==> src/rtl/noise_lfsr_pkg.sv <==
package noise_lfsr_pkg;

    localparam int NL_LFSR_W    = 15;
    localparam int NL_FREQ_W    = 11;
    localparam int NL_TAP_W     = 3;
    localparam int NL_SAMPLE_W  = 6;
    localparam int NL_STEP_MULT = 40;
    localparam int NL_FIXED_TAP = 7;

    // Control decoded for the shift register each cycle
    typedef struct packed {
        logic clear;
        logic step;
    } shift_ctl_t;

    // Selector to variable feedback position
    function automatic int tap_position(input logic [NL_TAP_W-1:0] sel);
        case (sel)
            3'd0:    return 14;
            3'd1:    return 10;
            3'd2:    return 13;
            3'd3:    return 4;
            3'd4:    return 8;
            3'd5:    return 6;
            3'd6:    return 9;
            default: return 11;
        endcase
    endfunction

    // Clocks between steps for a frequency setting
    function automatic int unsigned period_clocks(input int unsigned freq,
                                                  input int unsigned freq_w,
                                                  input int unsigned mult);
        return mult * ((32'd1 << freq_w) - freq);
    endfunction

endpackage

==> src/rtl/noise_period_timer.sv <==
module noise_period_timer
    import noise_lfsr_pkg::*;
#(
    parameter int FREQ_W    = NL_FREQ_W,
    parameter int STEP_MULT = NL_STEP_MULT
) (
    input  logic              clk,
    input  logic              rst,
    input  logic              enable_i,
    input  logic              start_i,
    input  logic [FREQ_W-1:0] freq_i,
    output logic              step_o
);
    localparam int unsigned MAX_PERIOD = STEP_MULT * (2 ** FREQ_W);
    localparam int          CNT_W      = $clog2(MAX_PERIOD + 1);

    logic [CNT_W-1:0] cnt_q;
    logic [CNT_W-1:0] reload;
    logic             expire;

    assign reload = CNT_W'(period_clocks(32'(freq_i), FREQ_W, STEP_MULT));
    assign expire = (cnt_q <= CNT_W'(1));
    assign step_o = enable_i && !start_i && expire;

    always_ff @(posedge clk) begin
        if (rst) begin
            cnt_q <= '0;
        end else if (start_i) begin
            cnt_q <= reload;
        end else if (enable_i) begin
            if (expire) cnt_q <= reload;
            else        cnt_q <= cnt_q - CNT_W'(1);
        end
    end

    // count frozen while disabled and not restarted
    assert_count_frozen_R6: assert property (@(posedge clk) disable iff (rst)
        (!enable_i && !start_i) |=> $stable(cnt_q));

    // counter never holds more than one full period
    assert_count_bound_R4: assert property (@(posedge clk) disable iff (rst)
        cnt_q <= CNT_W'(MAX_PERIOD));

    // counter is nonzero right after a start
    assert_start_loads_R8: assert property (@(posedge clk) disable iff (rst)
        start_i |=> cnt_q != '0);

endmodule

==> src/rtl/noise_shift_reg.sv <==
module noise_shift_reg
    import noise_lfsr_pkg::*;
#(
    parameter int LFSR_W    = NL_LFSR_W,
    parameter int TAP_W     = NL_TAP_W,
    parameter int FIXED_TAP = NL_FIXED_TAP
) (
    input  logic              clk,
    input  logic              rst,
    input  shift_ctl_t        ctl_i,
    input  logic [TAP_W-1:0]  tap_sel_i,
    output logic [LFSR_W-1:0] state_o
);
    localparam int IDX_W = $clog2(LFSR_W);

    logic [LFSR_W-1:0] state_q;
    logic [IDX_W-1:0]  tap_idx;
    logic              fresh_bit;

    assign tap_idx   = IDX_W'(tap_position(tap_sel_i));
    assign fresh_bit = ~(state_q[tap_idx] ^ state_q[FIXED_TAP]);
    assign state_o   = state_q;

    always_ff @(posedge clk) begin
        if (rst || ctl_i.clear) begin
            state_q <= '0;
        end else if (ctl_i.step) begin
            state_q <= {state_q[LFSR_W-2:0], fresh_bit};
        end
    end

    // a clear empties the register
    assert_clear_empties_R8: assert property (@(posedge clk) disable iff (rst)
        ctl_i.clear |=> state_q == '0);

    // without step or clear the register holds
    assert_hold_idle_R3: assert property (@(posedge clk) disable iff (rst)
        (!ctl_i.clear && !ctl_i.step) |=> $stable(state_q));

    // a step moves the low bits up by one place
    assert_shift_up_R3: assert property (@(posedge clk) disable iff (rst)
        (ctl_i.step && !ctl_i.clear) |=>
            state_q[LFSR_W-1:1] == $past(state_q[LFSR_W-2:0]));

endmodule

==> src/rtl/noise_lfsr_gen.sv <==
module noise_lfsr_gen
    import noise_lfsr_pkg::*;
#(
    parameter int LFSR_W    = NL_LFSR_W,
    parameter int FREQ_W    = NL_FREQ_W,
    parameter int TAP_W     = NL_TAP_W,
    parameter int SAMPLE_W  = NL_SAMPLE_W,
    parameter int STEP_MULT = NL_STEP_MULT
) (
    input  logic                clk,
    input  logic                rst,
    input  logic [TAP_W-1:0]    tap_sel_i,
    input  logic                tap_wr_i,
    input  logic                start_i,
    input  logic [FREQ_W-1:0]   freq_i,
    input  logic                enable_i,
    output logic [SAMPLE_W-1:0] sample_o
);
    localparam logic [SAMPLE_W-1:0] FULL_SCALE = '1;

    logic [TAP_W-1:0]  tap_q;
    logic              step;
    logic [LFSR_W-1:0] state;
    shift_ctl_t        ctl;

    always_ff @(posedge clk) begin
        if (rst)           tap_q <= '0;
        else if (tap_wr_i) tap_q <= tap_sel_i;
    end

    noise_period_timer #(
        .FREQ_W    (FREQ_W),
        .STEP_MULT (STEP_MULT)
    ) u_timer (
        .clk      (clk),
        .rst      (rst),
        .enable_i (enable_i),
        .start_i  (start_i),
        .freq_i   (freq_i),
        .step_o   (step)
    );

    always_comb begin
        ctl.clear = tap_wr_i || start_i;
        ctl.step  = step;
    end

    noise_shift_reg #(
        .LFSR_W    (LFSR_W),
        .TAP_W     (TAP_W),
        .FIXED_TAP (NL_FIXED_TAP)
    ) u_shift (
        .clk       (clk),
        .rst       (rst),
        .ctl_i     (ctl),
        .tap_sel_i (tap_q),
        .state_o   (state)
    );

    assign sample_o = (enable_i && state[0]) ? FULL_SCALE : '0;

    // disabled channel is silent
    assert_silent_off_R6: assert property (@(posedge clk) disable iff (rst)
        !enable_i |-> sample_o == '0);

    // only two output levels
    assert_two_levels_R5: assert property (@(posedge clk) disable iff (rst)
        (sample_o == '0) || (sample_o == FULL_SCALE));

    // tap selector changes only on a tap write
    assert_tap_hold_R7: assert property (@(posedge clk) disable iff (rst)
        !tap_wr_i |=> $stable(tap_q));

    // start has precedence over a step in the same cycle
    assert_start_wins_R8: assert property (@(posedge clk) disable iff (rst)
        start_i |-> !step);

endmodule

==> config.mk <==
export PLATFORM = sky130hd
export DESIGN_NAME = noise_lfsr_gen
export DESIGN_NICKNAME = d
export VERILOG_FILES = /design/src/rtl/noise_lfsr_pkg.sv /design/src/rtl/noise_period_timer.sv /design/src/rtl/noise_shift_reg.sv /design/src/rtl/noise_lfsr_gen.sv
export SDC_FILE = /design/constraint.sdc
export NUM_CORES = 1
export LEC_CHECK = 0
export BUFFER_PORTS_ARGS = -buffer_cell sky130_fd_sc_hd__clkbuf_2
export CAP_MARGIN = 20
export CORE_ASPECT_RATIO = 1.4
export CORE_MARGIN = 2
export CORE_UTILIZATION = 50
export CTS_CLUSTER_SIZE = 14
export DETAILED_ROUTE_END_ITERATION = 10
export PLACE_DENSITY_LB_ADDON = 0.1
export SLEW_MARGIN = 20
export SYNTH_ARGS = -nofsm -noshare
export SYNTH_HDL_FRONTEND = slang
export SYNTH_HIERARCHICAL = 1
export SYNTH_SLANG_ARGS = --single-unit
==> constraint.sdc <==
create_clock -name clk -period 4.16 [get_ports clk]
set_input_delay 0.832 -clock clk [delete_from_list [all_inputs] [get_ports clk]]
set_output_delay 0.832 -clock clk [all_outputs]
set_load 0.03 [all_outputs]
* After elaboration in Yosys (flattened, before gate mapping) *
Index checks and enable logic that the tools add are counted.

word-level totals
  flip-flop bits (word level) = 35

operators by class
  bitwise operators = 2
  $lt $le $gt $ge = 2
  $add $sub $neg = 2
  reduce and logical (&&, ||, !) cells = 9
  mux-type cells = 7
  multiply operators = 1
  equality and inequality tests = 6

operator list
  operator                count
  $mux 17                 3
  $mul 3x32->14 const A   1
  $pmux 4 s7              1
  $le 17x1->1 const B     1
  $sub 17x1->17 const B   1
  $sub 12x11->13 const A  1
  $eq 3x3->1 const B      3
  $eq 3x2->1 const B      2
  $mux 6                  1
  $lt 4x5->1 const B      1
  $bmux 1 s4              1
  $eq 3x1->1 const B      1
  $logic_and 1x1->1       3
  $logic_not 3->1         1
  $logic_or 1x1->1        2
  $reduce_bool 2->1       1
  $reduce_or 2->1         1
  $logic_not 1->1         1
  $mux 1                  1
  $not 1->1               1
  $xor 1x1->1             1

* Depth between registers and ports, before layout *
Gate-level depths: netlist (run 1).

  depth after elaboration = 6
  mapped depth = 14
  gate-level depth less buffers = 14

* Modules after synthesis *
Netlist (run 1), hierarchy kept.

by module, submodules not included
  module              area an instance (µm²)  times used  cells each  seq. area each (µm²)
  noise_period_timer  2023.2                  1           251         340.3
  noise_shift_reg     613.1                   1           59          300.3
  noise_lfsr_gen      151.4                   1           16          60.1

* Worst setup path after synthesis (run 1) *
OpenSTA, ideal clock, no wires.

  path kind = in2reg
  start point = input freq_i[3]
  end point = register u_timer.cnt_q[15]
  cell stages on the path = 13
  path buffers = 0
  required time = 4.086 ns
  path slack = 0.024 ns
  data arrival time = 4.061 ns
  path through = or3_1 > or4_1 > or3_1 > nor2_1 > xnor2_1 > ha_1 > ha_1 > a21o_1 > a221o_1 > a31oi_1 > mux2i_1 > or2_2 > a31oi_1

between the ends
  longest elaborated chain between the ends = 5

ends and longest elaborated chain
  element               line                      source
  from (decl)           noise_lfsr_gen.sv:15      input logic [FREQ_W-1:0] freq_i,
  $sub 12x11->13 *      noise_lfsr_pkg.sv:34      return mult * ((32'd1 << freq_w) - freq);
  $mul 3x32->14 *       noise_lfsr_pkg.sv:34
  $mux 17               noise_period_timer.sv:31  if (expire) cnt_q <= reload;
  $mux 17               noise_period_timer.sv:30  end else if (enable_i) begin
  $mux 17 *             noise_period_timer.sv:28  end else if (start_i) begin
  to (signal assigned)  noise_period_timer.sv:29  cnt_q <= reload;
  to (signal assigned)  noise_period_timer.sv:31
  to (signal assigned)  noise_period_timer.sv:32  else cnt_q <= cnt_q - CNT_W'(1);
  to (decl)             noise_period_timer.sv:17  logic [CNT_W-1:0] cnt_q;

Every way passes the cells marked *; elsewhere a longest branch is shown, timed or not. The select of a mux whose other input is x is not followed.
A chain may end at the register's enable or synchronous reset.

* Worst setup path after layout (run 1) *
Ends and elaborated chain as after synthesis.

==> flow_summary.json, run 1 <==
{
  "clkSinkCount": 35,
  "cp_max_fo": 3,
  "gp_congestion": 0.903,
  "synth.area.top_cells": "dfxtp_1, ha_1, mux2i_1, nor2_1, xnor2_1",
  "vias": 2463,
  "final_layout_size_suffix_gt1_share_pct": 21.2,
  "skew_ns": 0.0153,
  "drt-initial-drc-count": 100,
  "cp_slowest_cell": "or4_1",
  "slew_violations": 0,
  "combPwrFrac_pct": 35.7,
  "total_power_uw": 971,
  "wirelength_microns": 6250,
  "fin_cells": 422,
  "wl_per_cell_microns": 14.8,
  "maxSlewHeadroom_pct": 59.5,
  "holdPathEnd": "u_timer/cnt_q[10]",
  "core_area_sq_um": 5450,
  "post-route-util_pct": 56.9,
  "final.min_clock_period_ns": 3.98,
  "dr.pass1.iters": 4,
  "post-place-ws_ns": -0.184,
  "pwr-share-seq_pct": 39.9,
  "drc": 0,
  "powerDensity_nw_per_um2": 313,
  "synth_fp_nets": 367,
  "peakVddDrop_mv": 0.233,
  "grt_pass1_wl_microns": 10400,
  "r2r_end": "u_shift/state_o[0]",
  "hp-class": "reg2reg",
  "holdPathStages": 2,
  "setup.worst_path.end_class": "flop",
  "cap_violations": 0,
  "synth-main-ff-cell": "dfxtp_1",
  "post-cts-setup-buffers": 0,
  "r2r_cells": 8,
  "ant_nets": 0,
  "rows": 32,
  "io_pins": 25,
  "worstPathCellList": "clkbuf_2 > or3_1 > or4_1 > or3_4 > nor2_2 > xnor2_1 > ha_1 > ha_1 > a21o_1 > a221o_1 > a31oi_2 > mux2i_1 > or2_2 > a31oi_1",
  "seq_area_frac_synth_pct": 25.1,
  "chipHeight_microns": 92.4,
  "synth_area_sq_um": 2790,
  "reg2reg_slack_ns": 1.17,
  "p_leak_nw": 1.22,
  "cts_tree": "yes",
  "crit_path_max_incr_delay_ns": 0.44,
  "p_clk_share_pct": 24.4,
  "via_per_inst": 5.84,
  "dp.cells": 414,
  "rsz0062_at_grt": "false",
  "critical_path_class": "in2reg",
  "final_cell_mix": "nor2_1, dfxtp_1, clkbuf_2, ha_1, mux2i_1",
  "die-area_sq_um": 6200,
  "tightest_slew_ns": 0.607,
  "synth-edff-count": 0,
  "port_buffers": 24,
  "rr_startpoint": "u_timer/cnt_q[9]",
  "critPathLaunch": "freq_i[3]",
  "die_x_microns": 67.1,
  "setup_viol": 0,
  "p_switching_uw": 335,
  "arrival_ns": 4.21,
  "synth_cell_type_count": 71,
  "crit_top_cell": "ha_1",
  "cts_buffer_depth": 2,
  "synthCells": 326,
  "status": "complete, no violations",
  "synth_top_cell_by_area": "dfxtp_1",
  "final_common_cell": "nor2_1",
  "track_usage_pct": 21.5,
  "syn_to_final_growth_pct": 11.2,
  "fmax_mhz": 251,
  "async_flop_share_pct": 0,
  "insertion_delay_ns": 0.29,
  "cp-start-kind": "input pin",
  "start_util_pct": 51.2,
  "cts_made_buffers": 5,
  "hold_violations": 0,
  "synth_area_per_cell_sq_um": 8.55,
  "yosysTopAreaCellShare_pct": 25.1,
  "internal_power_uw": 636,
  "dp_hpwl_microns": 4790,
  "overflow": 0,
  "p_sw_share_pct": 34.5,
  "antenna_found_initial": 0,
  "diodes": 0,
  "worst_slack_ns": 0.178,
  "period_share_pct": 95.7,
  "yosysWarnings": 6,
  "min_from": "u_timer/cnt_q[10]",
  "synth-seq-cells": 35,
  "grt_max_degree": 32,
  "nNetsFinal": 394,
  "htree_levels": 2,
  "clk_pin_slew_worst_paths_ns": 0.08,
  "cts_root_buffer": "clkbuf_8",
  "crit_required_ns": 4.39,
  "grt_pass1_vias": 2422
}
[routing by layer]
layer	routed length [microns]	track usage, %	up-vias	share of wire [%]
met1	2530	21.7	1164	40
met2	3420	41.2	34	55
met5	0	0	-	0
met3	135	2.79	14	2.2
li1	-	-	1251	-
met4	167	10.9	0	2.7
[how the worst max path moves through the flow]
stage          cells past startpoint  slack (ns)           endpoint
2_1_floorplan                     13        0.02  u_timer/cnt_q[15]
3_3_place_gp                      14       -0.16  u_timer/cnt_q[15]
3_5_place_dp                      14       -0.18  u_timer/cnt_q[15]
4_1_cts                           14        0.12  u_timer/cnt_q[15]
5_1_grt                           14        0.03  u_timer/cnt_q[15]
6_report                          14        0.18  u_timer/cnt_q[15]
[final cells by class]
cell class | count | area, sq um
Timing Repair Buffer | 42 | 255
Inverter | 9 | 33.8
Fill cell | 554 | 2340
Tap cell | 68 | 85.1
Sequential cell | 35 | 701
Clock buffer | 7 | 76.3
Multi-Input combinational cell | 260 | 1940
Clock inverter | 1 | 5.00
[power groups by stage]
stage,logic (mW),clock network [mW],registers [mW]
after floorplan,0.268,0,0.386
after global placement,0.339,0,0.394
after detailed placement,0.343,0,0.394
after CTS,0.345,0.248,0.387
after global routing,0.388,0.259,0.390
final,0.346,0.237,0.388
[worst max-delay path, delay by kind of cell]
family,cells,cell delay [ns]
fa+ha+maj,2,0.58
mux,1,0.12
compound gates,4,0.85
buf+inv,1,0.09
xor+xnor,1,0.14
simple gates,5,1.59
[cells in the mapped netlist, types with 5 or more instances]
master    number
a211oi_1       5
a21oi_1       14
buf_4          5
clkbuf_1       9
dfxtp_1       35
ha_1          21
inv_1          8
mux2i_1       20
nand2_1       17
nor2_1        38
nor3_1        14
nor3b_1        6
nor4_1         6
o21ai_0       13
or3_1          6
or4_1          5
xnor2_1       12
xor2_1         7
[repair_timing]
item / in CTS / in global routing
gates resized for setup: 0 / 3
setup endpoints to repair: 0 / 1
hold buffers: 0 / 0
[through the flow]
stage               hold slack [ns]  area, sq um  setup TNS (ns)
floorplan                     0.446         2790               0
CTS                           0.484         3090               0
global route                  0.511         3100               0
detailed placement            0.475         3010          -0.184
global placement              0.464         3010          -0.156
finish                        0.484         3100               0
[sequential cells by signal, summed over array words and instances, names as in the netlist]
register / count
tap_q: 3
u_timer/cnt_q: 17
u_shift/state_o: 15
[cell families after synthesis]
group | count (synthesis) | share of synthesized area, %
DFF | 35 | 25.1
buffers and inverters | 31 | 5.61
xor gates and xnor gates | 19 | 5.97
muxes | 23 | 8.93
adders and majority gates | 22 | 10.1
and+or+nand+nor | 122 | 24.9
AOI/OAI and AO/OA | 74 | 19.3
Power figures use the tool's default switching activity.
==> run 2: changes to the inputs <==
--- a/config.mk
+++ b/config.mk
@@ -7,9 +7,11 @@
 export LEC_CHECK = 0
 export BUFFER_PORTS_ARGS = -buffer_cell sky130_fd_sc_hd__clkbuf_2
 export CAP_MARGIN = 20
+export CELL_PAD_IN_SITES_DETAIL_PLACEMENT = 2
+export CELL_PAD_IN_SITES_GLOBAL_PLACEMENT = 2
 export CORE_ASPECT_RATIO = 1.4
 export CORE_MARGIN = 2
-export CORE_UTILIZATION = 50
+export CORE_UTILIZATION = 33
 export CTS_CLUSTER_SIZE = 14
 export DETAILED_ROUTE_END_ITERATION = 10
 export PLACE_DENSITY_LB_ADDON = 0.1
==> run 2 against run 1 <==
Sequential cell count stayed put; final area is 6.9% higher; worst hold slack improved by 0.022 ns; wire length is 34% higher; total power grew 30%; clock power grew 110%; die area increased by 49%; cell count is 9.7% higher.
==> flow_summary.json, run 2 (same netlist as run 1, synthesis figures left out) <==
{
  "cap_violations": 0,
  "top_register": "u_timer/cnt_q",
  "tightest_slew_ns": 0.860,
  "total_power_mw": 1.26,
  "crit_path_max_incr_delay_ns": 0.44,
  "setup_viol": 0,
  "cp_slowest_cell": "or4_4",
  "overflow": 0,
  "final_layout_size_suffix_gt1_share_pct": 23.3,
  "ff_latch_area_sq_um": 701,
  "largest_reg_flops": 17,
  "insertion_delay_ns": 0.28,
  "vias": 2593,
  "chipHeight_microns": 113,
  "peakVddDrop_mv": 0.278,
  "start_util_pct": 34.0,
  "grt_max_degree": 31,
  "cts_tree": "yes",
  "track_usage_pct": 19.7,
  "antenna_found_initial": 0,
  "final_common_cell": "nor2_1",
  "htree_levels": 2,
  "cp_max_fo": 4,
  "critical_path_class": "in2reg",
  "period_share_pct": 95.8,
  "dr.pass1.iters": 4,
  "fillerInstances": 963,
  "hp-class": "reg2reg",
  "port_buffers": 24,
  "dp_hpwl_microns": 6310,
  "drt-initial-drc-count": 47,
  "rows": 39,
  "drc": 0,
  "wirelength_microns": 8400,
  "grt_pass1_wl_microns": 14000,
  "powerDensity_nw_per_um2": 379,
  "die-area_sq_um": 9210,
  "wl_per_cell_microns": 18.1,
  "skew_ns": 0.00458,
  "io_pins": 25,
  "diodes": 0,
  "worst_slack_ns": 0.173,
  "maxSlewHeadroom_pct": 42.7,
  "p_leak_nw": 1.30,
  "worstPathCellList": "clkbuf_2 > or3_1 > or4_4 > or3_4 > nor2_2 > xnor2_1 > buf_4 > buf_4 > ha_1 > ha_1 > nand2_1 > o21ai_0 > o21ai_0 > xor2_1 > a221oi_1",
  "setup.worst_path.end_class": "flop",
  "post-place-ws_ns": -0.207,
  "core_area_sq_um": 8200,
  "final_cell_mix": "nor2_1, dfxtp_1, buf_4, clkbuf_2",
  "multiInputGateArea_sq_um": 1950,
  "cts-hold-fix-buffers": 0,
  "nNetsFinal": 401,
  "cts_root_buffer": "clkbuf_16",
  "syn_to_final_growth_pct": 18.9,
  "cp-start-kind": "input pin",
  "ant_nets": 0,
  "arrival_ns": 4.17,
  "slew_violations": 0,
  "die_x_microns": 81.7,
  "post-route-util_pct": 40.4,
  "grt_pass1_vias": 2861,
  "rsz0062_at_grt": "false",
  "cts_buffer_depth": 2,
  "cts_made_buffers": 5,
  "hold_violations": 0,
  "via_per_inst": 5.60,
  "clk_pin_slew_worst_paths_ns": 0.06,
  "fmax_mhz": 251,
  "crit_required_ns": 4.35,
  "status": "complete, no violations",
  "gp_congestion": 0.761,
  "clkSinkCount": 35,
  "final.min_clock_period_ns": 3.99
}
## run 2: layout make-up
type / count / share of cell area [%]
clock inverter: 2 / 1.81
sequential: 35 / 21.1
multi-input combinational: 260 / 59.0
inverter: 9 / 1.02
timing repair buffer: 49 / 9.29
clock buffer: 6 / 3.89
tap: 102 / 3.85
## run 2: path summary, 6_finish.rpt
| check | start | to | slack [ns] | cells past startpoint |
|---|---|---|---|---|
| setup / recovery | freq_i[3] | u_timer/cnt_q[16] | 0.17 | 15 |
| hold / removal | u_shift/state_o[12] | u_shift/state_o[12] | 0.51 | 2 |
| setup reg to reg | u_timer/cnt_q[9] | u_shift/state_o[0] | 0.79 | 7 |
| hold reg to reg | u_shift/state_o[12] | u_shift/state_o[12] | 0.51 | 2 |
## run 2: layer usage
metal / track usage (%) / vias to the layer above / share of wire [%]
li1: - / 1259 / -
met1: 22.0 / 1300 / 41
met2: 37.9 / 26 / 56
met3: 2.23 / 8 / 1.7
met4: 5.78 / 0 / 1.5
met5: 0 / - / 0
## run 2: power by group
part           switching, mW  total (mW)  internal [mW]  leakage (nW)
sequential            0.0315       0.390          0.358         0.286
combinational          0.208       0.379          0.171         0.927
clock                  0.145       0.488          0.344        0.0911
total                  0.385        1.26          0.873          1.30
## run 2: timing repair
action,4_1_cts,5_1_grt
setup endpoints to repair,0,1
buffers inserted,0,1
gates resized for setup,0,4
## run 2: per-stage QoR
| stage | cells | TNS [ns] | hold WS (ns) | instance area, sq um |
|---|---|---|---|---|
| finish | 463 | 0 | 0.506 | 3310 |
| global route | 463 | 0 | 0.532 | 3310 |
| CTS | 462 | 0 | 0.505 | 3280 |
| detailed placement | 454 | -0.234 | 0.486 | 3090 |
| global placement | 454 | -0.137 | 0.460 | 3090 |
| floorplan | 326 | 0 | 0.446 | 2790 |
## run 2: worst max-delay path: cells and delay by family
kind,cells,cell delay [ns]
simple gates,5,1.41
fa+ha+maj,2,0.62
compound gates,3,0.70
xor+xnor,2,0.27
buf+inv,3,0.35
==> run 3: changes to the inputs <==
--- a/config.mk
+++ b/config.mk
@@ -11,7 +11,8 @@
 export CELL_PAD_IN_SITES_GLOBAL_PLACEMENT = 2
 export CORE_ASPECT_RATIO = 1.4
 export CORE_MARGIN = 2
-export CORE_UTILIZATION = 33
+export CORE_UTILIZATION = 34
+export CTS_BUF_LIST = sky130_fd_sc_hd__clkbuf_8
 export CTS_CLUSTER_SIZE = 14
 export DETAILED_ROUTE_END_ITERATION = 10
 export PLACE_DENSITY_LB_ADDON = 0.1
==> run 3 against run 2 <==
Register-to-register slack hardly changed; sequential share of layout area increased by 0.85 points; die area fell by 2.8%; maximum frequency grew 1.0%; first-iteration DRC count increased by 51%; sequential cell count did not move; non-clock buffer count decreased by 5.
==> flow_summary.json, run 3 (same netlist as run 1, synthesis figures left out) <==
{
  "status": "complete, no violations",
  "cp-start-kind": "input pin",
  "period_share_pct": 94.9,
  "clk_pin_slew_worst_paths_ns": 0.08,
  "final_common_cell": "nor2_1",
  "cts_buffer_depth": 2,
  "cts_root_buffer": "clkbuf_8",
  "io_pins": 25,
  "grt_max_degree": 26,
  "clkSinkCount": 35,
  "final.setup.tns_ns": 0,
  "vias": 2573,
  "die_x_microns": 80.5,
  "worstPathCellList": "clkbuf_2 > or3_4 > or4_4 > or3_4 > nor2_2 > xnor2_1 > ha_1 > ha_4 > a21o_1 > a221o_1 > a31oi_2 > mux2i_1 > or2_2 > a31oi_1",
  "final_layout_size_suffix_gt1_share_pct": 22.8,
  "dr.pass1.iters": 4,
  "cp_max_fo": 3,
  "setup_viol": 0,
  "skew_ns": 0.0140,
  "critical_path_class": "in2reg",
  "min_from": "u_timer/cnt_q[10]",
  "rr_startpoint": "u_timer/cnt_q[9]",
  "die-area_sq_um": 8950,
  "drc": 0,
  "gp_congestion": 0.752,
  "hp-class": "reg2reg",
  "cts-hold-fix-buffers": 0,
  "fmax_mhz": 253,
  "setup.worst_path.end_class": "flop",
  "cts_made_buffers": 5,
  "htree_levels": 2,
  "core_area_sq_um": 8050,
  "start_util_pct": 34.6,
  "nNetsFinal": 396,
  "cts_tree": "yes",
  "overflow": 0,
  "top_register": "u_timer/cnt_q",
  "drt-initial-drc-count": 71,
  "wirelength_microns": 8420,
  "crit_path_max_incr_delay_ns": 0.43,
  "powerDensity_nw_per_um2": 321,
  "rsz0062_at_grt": "false",
  "slew_violations": 0,
  "port_buffers": 24,
  "final_cell_mix": "nor2_1, dfxtp_1, clkbuf_2",
  "chipHeight_microns": 111,
  "cap_violations": 0,
  "wl_per_cell_microns": 18.4,
  "track_usage_pct": 20.5,
  "fillerInstances": 935,
  "syn_to_final_growth_pct": 14.3,
  "antenna_found_initial": 0,
  "cp_slowest_cell": "or4_4",
  "crit_buf_inv": 1,
  "p_leak_nw": 1.24,
  "grt_pass1_vias": 2974,
  "rows": 39,
  "arrival_ns": 4.18,
  "tightest_slew_ns": 0.856,
  "peakVddDrop_mv": 0.257,
  "diodes": 0,
  "ant_nets": 0,
  "insertion_delay_ns": 0.30,
  "final.min_clock_period_ns": 3.95,
  "critPathLaunch": "freq_i[3]",
  "grt_pass1_wl_microns": 14300,
  "post-route-util_pct": 39.6,
  "holdWs_ns": 0.490,
  "critPathTopFamily": "simple AND/OR/NAND/NOR gates",
  "crit_required_ns": 4.40,
  "via_per_inst": 5.63,
  "crit_top_cell": "or3_4",
  "maxSlewHeadroom_pct": 43.0,
  "hold_violations": 0,
  "largest_reg_flops": 17,
  "dp_hpwl_microns": 6490
}
[run 3: path summary, 6_finish.rpt]
path	slack, ns	to	depth (start not counted)
worst min-delay path	0.49	u_timer/cnt_q[10]	2
worst min register to register	0.49	u_timer/cnt_q[10]	2
worst max register to register	0.79	u_shift/state_o[0]	7
worst max-delay path	0.21	u_timer/cnt_q[15]	14
[run 3: timing repair]
action / 4_1_cts / 5_1_grt
gates resized for setup: 0 / 6
setup buffers: 0 / 0
endpoints found under the setup margin: 0 / 2
[run 3: layout make-up]
class | instances | area, sq um | share of cell area [%]
multi-input combinational | 260 | 1970 | 61.7
sequential | 35 | 701 | 22.0
inverter | 9 | 33.8 | 1.06
tap | 102 | 128 | 4.01
clock buffer | 6 | 82.6 | 2.59
clock inverter | 1 | 5.00 | 0.157
timing repair buffer | 44 | 270 | 8.48
[run 3: report_power, final]
group	internal (mW)	total [mW]	leakage, nW	switching, mW
Sequential	0.358	0.390	0.286	0.0317
Combinational	0.165	0.372	0.904	0.207
Clock	0.130	0.260	0.0470	0.130
Total	0.653	1.02	1.24	0.369
[run 3: per-stage QoR]
stage / cell area, sq um / std cells / power, mW / setup slack [ns]
3_3_place_gp: 3060 / 450 / 0.751 / -0.201
2_1_floorplan: 2790 / 326 / 0.654 / 0.0244
4_1_cts: 3150 / 457 / 1.03 / 0.0320
3_5_place_dp: 3060 / 450 / 0.764 / -0.282
5_1_grt: 3190 / 457 / 1.10 / 0.0224
6_report: 3190 / 457 / 1.02 / 0.213
[run 3: per-layer routing]
metal / global-route usage, % / routed length [microns] / up-vias
li1: - / - / 1259
met1: 21.0 / 3240 / 1264
met2: 40.1 / 4780 / 38
met3: 3.42 / 200 / 12
met4: 7.01 / 188 / 0
met5: 0 / 0 / -
[run 3: tightest hold or removal path: stages (launching register included)]
cell	delay, ns
dfxtp_1	0.32
nand2_1	0.06
a211oi_1	0.06
